File: config.mk
export PLATFORM = sky130hd
export DESIGN_NAME = uart_tx_guard
export DESIGN_NICKNAME = d
export VERILOG_FILES = /design/src/rtl/uart_tx_guard.sv
export SDC_FILE = /design/constraint.sdc
export NUM_CORES = 1
export LEC_CHECK = 0
export BUFFER_PORTS_ARGS = -buffer_cell sky130_fd_sc_hd__buf_2
export CAP_MARGIN = 10
export CORE_MARGIN = 1.5
export CORE_UTILIZATION = 30
export DETAILED_ROUTE_END_ITERATION = 8
export SYNTH_ARGS = -nofsm -noshare
export SYNTH_HDL_FRONTEND = slang
export SYNTH_SLANG_ARGS = --single-unit
File: constraint.sdc
create_clock -name clk -period 2.5 [get_ports clk]
set_clock_uncertainty 0.15 [all_clocks]
set_input_delay 0.25 -clock clk [delete_from_list [all_inputs] [get_ports clk]]
set_output_delay 0.25 -clock clk [all_outputs]
set_load 0.05 [all_outputs]
File: src/rtl/uart_tx_guard.sv
module uart_tx_guard #(
  parameter int DW = 8,
  parameter int GW = 8
) (
  input  logic          clk,
  input  logic          rst_n,
  input  logic          baud_en,
  input  logic          wr_en,
  input  logic [DW-1:0] wr_data,
  input  logic          send_addr,
  input  logic [1:0]    cfg_len,
  input  logic [2:0]    cfg_par,
  input  logic          cfg_stop,
  input  logic [GW-1:0] guard_len,
  output logic          txd,
  output logic          tx_rdy,
  output logic          tx_empty
);
  localparam int FW = DW + 4;
  localparam int CW = $clog2(FW + 1);

  typedef enum logic [1:0] {S_IDLE, S_SHIFT, S_GUARD} st_t;

  st_t           st;
  logic [DW-1:0] hold_q;
  logic          hold_full, hold_addr, addr_pend;
  logic [FW-1:0] sh;
  logic [CW-1:0] cnt;
  logic [GW-1:0] gcnt;
  logic          txd_q;

  logic [FW-1:0] frame;
  logic [CW-1:0] flen;
  logic          has_par, pbit, dpar;
  int            nbits;

  always_comb begin
    nbits = DW - 3 + int'(cfg_len);
    frame = '1;
    frame[0] = 1'b0;
    dpar = 1'b0;
    for (int i = 0; i < DW; i++) begin
      if (i < nbits) begin
        frame[i+1] = hold_q[i];
        dpar = dpar ^ hold_q[i];
      end
    end
    case (cfg_par)
      3'b000:         pbit = dpar;
      3'b001:         pbit = ~dpar;
      3'b010:         pbit = 1'b0;
      3'b011:         pbit = 1'b1;
      3'b110, 3'b111: pbit = hold_addr;
      default:        pbit = 1'b0;
    endcase
    has_par = (cfg_par[2:1] != 2'b10);
    if (has_par) frame[nbits+1] = pbit;
    flen = CW'(2 + nbits + int'(has_par) + int'(cfg_stop));
  end

  wire wr_ok = wr_en & ~hold_full;

  always_ff @(posedge clk or negedge rst_n) begin
    if (!rst_n) begin
      st        <= S_IDLE;
      hold_q    <= '0;
      hold_full <= 1'b0;
      hold_addr <= 1'b0;
      addr_pend <= 1'b0;
      sh        <= '1;
      cnt       <= '0;
      gcnt      <= '0;
      txd_q     <= 1'b1;
    end else begin
      if (wr_ok) begin
        hold_q    <= wr_data;
        hold_full <= 1'b1;
        hold_addr <= addr_pend | send_addr;
        addr_pend <= 1'b0;
      end else if (send_addr) begin
        addr_pend <= 1'b1;
      end
      case (st)
        S_IDLE: begin
          if (hold_full) begin
            sh        <= frame;
            cnt       <= flen;
            st        <= S_SHIFT;
            hold_full <= 1'b0;
          end
        end
        S_SHIFT: begin
          if (baud_en) begin
            if (cnt != '0) begin
              txd_q <= sh[0];
              sh    <= {1'b1, sh[FW-1:1]};
              cnt   <= cnt - 1'b1;
            end else if (guard_len != '0) begin
              st    <= S_GUARD;
              gcnt  <= guard_len;
              txd_q <= 1'b1;
            end else if (hold_full) begin
              txd_q     <= frame[0];
              sh        <= {1'b1, frame[FW-1:1]};
              cnt       <= flen - 1'b1;
              hold_full <= 1'b0;
            end else begin
              st    <= S_IDLE;
              txd_q <= 1'b1;
            end
          end
        end
        default: begin
          if (baud_en) begin
            if (gcnt > 1) begin
              gcnt <= gcnt - 1'b1;
            end else if (hold_full) begin
              st        <= S_SHIFT;
              txd_q     <= frame[0];
              sh        <= {1'b1, frame[FW-1:1]};
              cnt       <= flen - 1'b1;
              hold_full <= 1'b0;
            end else begin
              st <= S_IDLE;
            end
          end
        end
      endcase
    end
  end

  assign txd      = txd_q;
  assign tx_rdy   = ~hold_full;
  assign tx_empty = ~hold_full & (st == S_IDLE);
endmodule

==> impl_results.md, run 1 <==
* Worst-skew pair later-pin latency at just under 300 ps
* Compound-Gate Fraction of Synth Area at 0.266
* Worst EP required at between 2000 and 3000 ps
* DRC errors left at 0
* Async S/R FF share, synth at 1.00
* Commonest cells post-synth: o21ai_0, nand2_1, nor2_1
* Reg-to-Reg Start: cnt[0]
* Clock root buffer: clkbuf_8
* Post-synth EDFFs at 0
* Crit path top cell by count: buf_4
* Final period utilization at 0.946
* Leakage power at between 1.5 and 2 nW
* Die ar. at between 10000 and 15000 sq um
* Clock power share at 0.089
* Max frequency at 0.423 GHz
* Vias at 2807
* Global-route wire length before repair at around 13000 um
* Area delta synth->final at 22.4%
* Status: complete, no violations
* Adder-Cell Fraction of Synth Area at 0.0687
* FP Rows at 35
* Vias per cell at between 5 and 6
* Post-Synth Simple-Gate Area at 0.175
* Critical Path Fanout Max at 9
* Rel. slew slack at 0.386
* Pins Over Slew Limit at 0
* H-tree depth at 2
* Vias in the first global route at between 2000 and 3000
* Syn_nets at 374
* Clock-pin slew of the registers on the worst-case setup and hold paths at approximately 80 ps
* Startpoint types: register
* GPL Wtd Cong at around 0.84
* Mux contribution to synthesized area at 0.0401
* Least-Margin Pin Slew at 921 ps
* Synth warn at 0
* Critical Path Start: cnt[0]
* WP buf/inv at 3
* Share of cells above drive strength 1 at 0.289
* Most common cell in the synthesized netlist: o21ai_0
* Post-layout nets at 439
* Max rail drop VDD at 0.594 mV
* Synth unique cells at 66
* Fin util at 0.378
* Post-synthesis sequential area ratio at 0.340
* Hold Startpoint: wr_data[2]
* Die height at approximately 100 um
* Flop2flop setup slack at ~130 ps
* Main combinational cell family by area after synthesis: compound AO/OA/AOI/OAI gates
* Critical path type: register to register
* Filler cells at 965
* Sequential power share at 0.269
* DRT Pass-1 Iters at 5
* Synth area leaders: dfrtp_1, dfstp_2, ha_1
* Hold_ws at between 30 and 40 ps
* Hold Fails Final Rpt at 0
* Pwr Density at roughly 1400 nW/um^2
* Final setup vio count at 0
* Number of synthesized register bits at 38
* TritonCTS Buffers at 5
* Largest net degree at the start of global routing at 39
* Sw frac at 0.451
* Post-synth top area share at 0.220
* GRT overflow at 0
* Initial antenna violation count at 0
* CP max stage cell: dfrtp_1
* Max clock buf depth at 2
* Net Sw Power at about 0.0021 W
* Mapped cell area at roughly 2800 sq um
* Port Buf Inserts at 29
* Horiz. Die Dim at between 100 and 150 um
* Worst path top cell family by delay: compound AO/OA/AOI/OAI gates
* Internal power at roughly 0.0026 W
* Ys flop type: dfrtp_1
* Initial cell density of the core at 0.309
* Initial DRC Count at between 200 and 250
* Routed Antenna Nets at 0
* Crit end category: register
* Max Cap Violations at 0
* IO Count at 30
* Avg Inst Size Synth at approximately 8.6 sq um
* Gate Count Post-Synth at about 330
* RSZ-0062 raised after global routing: yes
* CP Cell Sequence: inv_1 > ha_1 > nor3b_1 > buf_4 > a21oi_1 > nor2_1 > buf_4 > a32oi_1 > o21ai_0 > a22o_1
* CTS Sinks at 38
* Wire per inst at roughly 16 um
* Core Region at 9200 sq um
* CP arrival at ~2400 ps
* Crit-path max cell delay at 390 ps
* Hold Path Class: input pin to register
* Detailed Place HPWL at roughly 5700 um
* Diodes inserted at 0
* TritonCTS clock tree: done
* Comb power frac at 0.641
* Overall Global Routing Usage at 0.165
* Min cycle time layout at 2370 ps
* Post-synth top area cell: dfrtp_1
* Xor/xnor cell area share of the yosys netlist at 0.0471
* Routed wire length at just under 8000 um
-- metrics by stage --
step	instances	power, W	instance area (sq um)	TNS, ps	worst slack [ps]
2_1_floorplan	332	0.00324	2840	0	76.3
3_3_place_gp	491	0.00405	3290	-60.0	-31.5
3_5_place_dp	491	0.00411	3290	-368	-111
4_1_cts	501	0.00455	3390	0	63.6
5_1_grt	509	0.00513	3480	-58.6	-17.2
6_report	509	0.00471	3480	0	135
-- cell type report --
cell class / count / area (sq um) / area share
Clock buffer: 8 / 80.1 / 0.0230
Inverter: 21 / 78.8 / 0.0227
Timing Repair Buffer: 73 / 480 / 0.138
Tap cell: 111 / 139 / 0.0399
Sequential cell: 38 / 967 / 0.278
Multi-Input combinational cell: 258 / 1730 / 0.498
-- flip-flops by register name, summed over array words and instances, names as in the netlist --
name / flops
hold_full: 1
addr_pend: 1
cnt: 4
sh: 12
txd: 1
hold_addr: 1
st: 2
hold_q: 8
gcnt: 8
-- cell families after synthesis --
| family | Yosys count |
|---|---|
| adders and majority gates | 15 |
| xor gates and xnor gates | 12 |
| and+or+nand+nor | 107 |
| muxes | 10 |
| DFF | 38 |
| buffers and inverters | 37 |
| AOI/OAI and AO/OA | 113 |
-- worst reg2reg max path, stage by stage (launching register included) --
cell	delay [ps]
dfrtp_1	390
inv_1	90
ha_1	240
nor3b_1	150
buf_4	180
a21oi_1	350
nor2_1	80
buf_4	180
a32oi_1	170
o21ai_0	130
a22o_1	200
-- metal layers --
layer / vias to the layer above / part of all wire / global-route usage
li1: 1350 / - / -
met1: 1363 / 0.46 / 0.215
met2: 80 / 0.47 / 0.271
met3: 14 / 0.041 / 0.0244
met4: 0 / 0.021 / 0.0737
met5: - / 0 / 0
-- power groups by stage --
stage	combinational, W	clock, W	sequential (W)
after floorplan	0.00204	0	0.00120
after global placement	0.00280	0	0.00125
after detailed placement	0.00285	0	0.00126
after CTS	0.00286	0.000438	0.00125
after global routing	0.00336	0.000456	0.00131
final	0.00302	0.000420	0.00127
-- final timing paths --
kind	to	cells after the start
worst max-delay path	sh[0]	10
worst min-delay path	hold_q[2]	2
worst max register to register	sh[0]	10
worst min register to register	sh[7]	2
max in group asynchronous	gcnt[2]	2
min in group asynchronous	hold_q[5]	2
-- cells in the final DEF (no fill, tap or decap), types with 13 or more instances in the layout --
master / count
dfrtp_1: 25
buf_2: 29
ha_1: 13
buf_4: 42
a21oi_1: 18
nor2_1: 32
inv_1: 19
nand2_1: 32
o21ai_0: 32
dfstp_2: 13
-- timing repair --
action,4_1_cts,5_1_grt
setup buffers,0,7
hold endpoints to repair,26,0
setup endpoints to repair,0,20
gates resized for setup,0,8
hold buffers,2,0
Power figures use the tool's default switching activity.
==> inputs of run 2 (changes only) <==
--- a/config.mk
+++ b/config.mk
@@ -7,6 +7,7 @@
 export LEC_CHECK = 0
 export BUFFER_PORTS_ARGS = -buffer_cell sky130_fd_sc_hd__buf_2
 export CAP_MARGIN = 10
+export CORE_ASPECT_RATIO = 0.75
 export CORE_MARGIN = 1.5
 export CORE_UTILIZATION = 30
 export DETAILED_ROUTE_END_ITERATION = 8
==> run 2 against run 1 <==
  * Count of clock-buffer cells in the layout is 2 lower
  * Design area is 4.2% higher
  * Register-to-register slack hardly changed
  * Highest routed layer unchanged
  * Die area hardly changed
==> impl_results.md, run 2 (synthesis gave the netlist of run 1 again) <==
* Status: complete, no violations
* DRC errors left at 0
* Initial cell density of the core at 0.312
* TritonCTS Buffers at 5
* H-tree depth at 2
* Max clock buf depth at 2
* GRT overflow at 0
* Fin util at 0.397
* Vias at roughly 2800
* Worst-skew pair later-pin latency at between 200 and 300 ps
* IO Count at 30
* CTS Sinks at 38
* Die height at a little under 90 um
* Final period utilization at 0.965
* Rel. slew slack at 0.727
* Max Cap Violations at 0
* Port Buf Inserts at 29
* Global-route wire length before repair at between 10000 and 15000 um
* GPL Wtd Cong at around 0.86
* Leakage power at roughly 1.6 nW
* Min cycle time layout at 2410 ps
* Horiz. Die Dim at approximately 120 um
* Hold Path Class: input pin to register
* Startpoint types: input pin
* Max frequency at between 0.4 and 0.5 GHz
* Vias in the first global route at 2560
* TritonCTS clock tree: done
* Pins Over Slew Limit at 0
* Core Region at roughly 9000 sq um
* DRT Pass-1 Iters at 5
* Internal power at 0.00283 W
* Routed Antenna Nets at 0
* Die ar. at slightly above 10000 sq um
* Cell count after placement at around 500
* Comb power frac at 0.619
* Crit end category: register
* Regs by FF count: sh x12, gcnt x8, hold_q x8
* Initial DRC Count at between 300 and 400
* CP arrival at about 2500 ps
* Largest net degree at the start of global routing at 20
* Routed wire length at around 8200 um
* Sw frac at 0.440
* Diodes inserted at 0
* Overall Global Routing Usage at 0.168
* Critical Path Fanout Max at 7
* Least-Margin Pin Slew at between 400 and 500 ps
* Commonest non-fill, non-tap cell in the layout: buf_4
* Sequential power share at 0.252
* Critical path type: input pin to register
* Pwr Density at ~1400 nW/um^2
* Max rail drop VDD at roughly 0.47 mV
* Final setup vio count at 0
* FP Rows at 30
* Largest Register: sh
* Area delta synth->final at 27.6%
* Clock power share at 0.129
* Net Sw Power at 0.00223 W
* Share of cells above drive strength 1 at 0.315
* Hold Fails Final Rpt at 0
* Max FFs per register at 12
* Vias per cell at approximately 5.3
* Detailed Place HPWL at between 5000 and 6000 um
* Worst EP required at 2570 ps
* Initial antenna violation count at 0
* Post-route insts no fill at ~530
* Clock root buffer: clkbuf_16
* Clock-pin slew of the registers on the worst-case setup and hold paths at 60 ps
* Post-layout nets at 444
* Wire per inst at approximately 15 um
* Most frequent cells in the layout: buf_4, nand2_1, o21ai_0
==> run 2: cell count changes in the layout (fill, tap and decap cells not counted), sizes merged <==
cell,change
buf,+6
clkbuf,-2
clkinv,+1
clkinvlp,+1
dlygate4sd3,-1
==> run 2: worst paths after layout <==
path | to | cells after the start | slack (ps) | from
min reg2reg | sh[7] | 2 | 330 | sh[7]
max in group asynchronous | sh[2] | 3 | 1320 | rst_n
min | hold_q[7] | 3 | 20 | wr_data[7]
min in group asynchronous | gcnt[1] | 2 | 270 | rst_n
max | sh[1] | 12 | 90 | cfg_len[0]
max reg2reg | sh[1] | 7 | 120 | hold_q[2]
==> run 2: routing by layer <==
layer / vias up / wire (um) / GRT usage
li1: 1361 / - / -
met1: 1348 / 4060 / 0.250
met2: 98 / 3560 / 0.246
met3: 5 / 472 / 0.0334
met4: 0 / 80 / 0.0460
met5: - / 0 / 0
==> run 2: through the flow <==
step / setup TNS (ps) / hold WS [ps] / setup WS (ps) / cell area, sq um / total power (W)
after detailed placement: -922 / 57.1 / -166 / 3360 / 0.00409
after global routing: -24.4 / 46.1 / -13.2 / 3620 / 0.00547
after CTS: 0 / 20.0 / 41.7 / 3520 / 0.00477
after floorplan: 0 / -196 / 76.3 / 2840 / 0.00324
after global placement: -303 / 38.0 / -84.2 / 3360 / 0.00404
final: 0 / 21.4 / 86.4 / 3620 / 0.00506
==> run 2: area by class of cell <==
| cell class | instances | area [sq um] |
|---|---|---|
| Clock buffer | 6 | 139 |
| Tap cell | 128 | 160 |
| Inverter | 21 | 78.8 |
| Clock inverter | 2 | 12.5 |
| Sequential cell | 38 | 968 |
| Multi-Input combinational cell | 258 | 1750 |
| Fill cell | 927 | 5500 |
| Timing Repair Buffer | 78 | 515 |
==> run 2: power groups by stage <==
stage	Sequential, W	Combinational [W]	Clock (W)
floorplan	0.00120	0.00204	0
global placement	0.00126	0.00278	0
detailed placement	0.00127	0.00282	0
CTS	0.00126	0.00284	0.000675
global route	0.00132	0.00345	0.000698
finish	0.00127	0.00314	0.000654
==> run 2: what timing repair did <==
action                     CTS  global route
hold endpoints to repair    13             0
gates resized for setup      0            12
setup endpoints to repair    0            15
setup buffers                0             7
hold buffers                 1             0
==> run 2: critical path, stage by stage <==
cell,delay (ps)
buf_2,120
inv_1,130
ha_1,190
inv_1,50
ha_1,180
and2b_1,240
xnor2_2,120
xnor3_2,320
mux2_4,380
o311ai_2,280
o211ai_1,140
o21ai_2,70
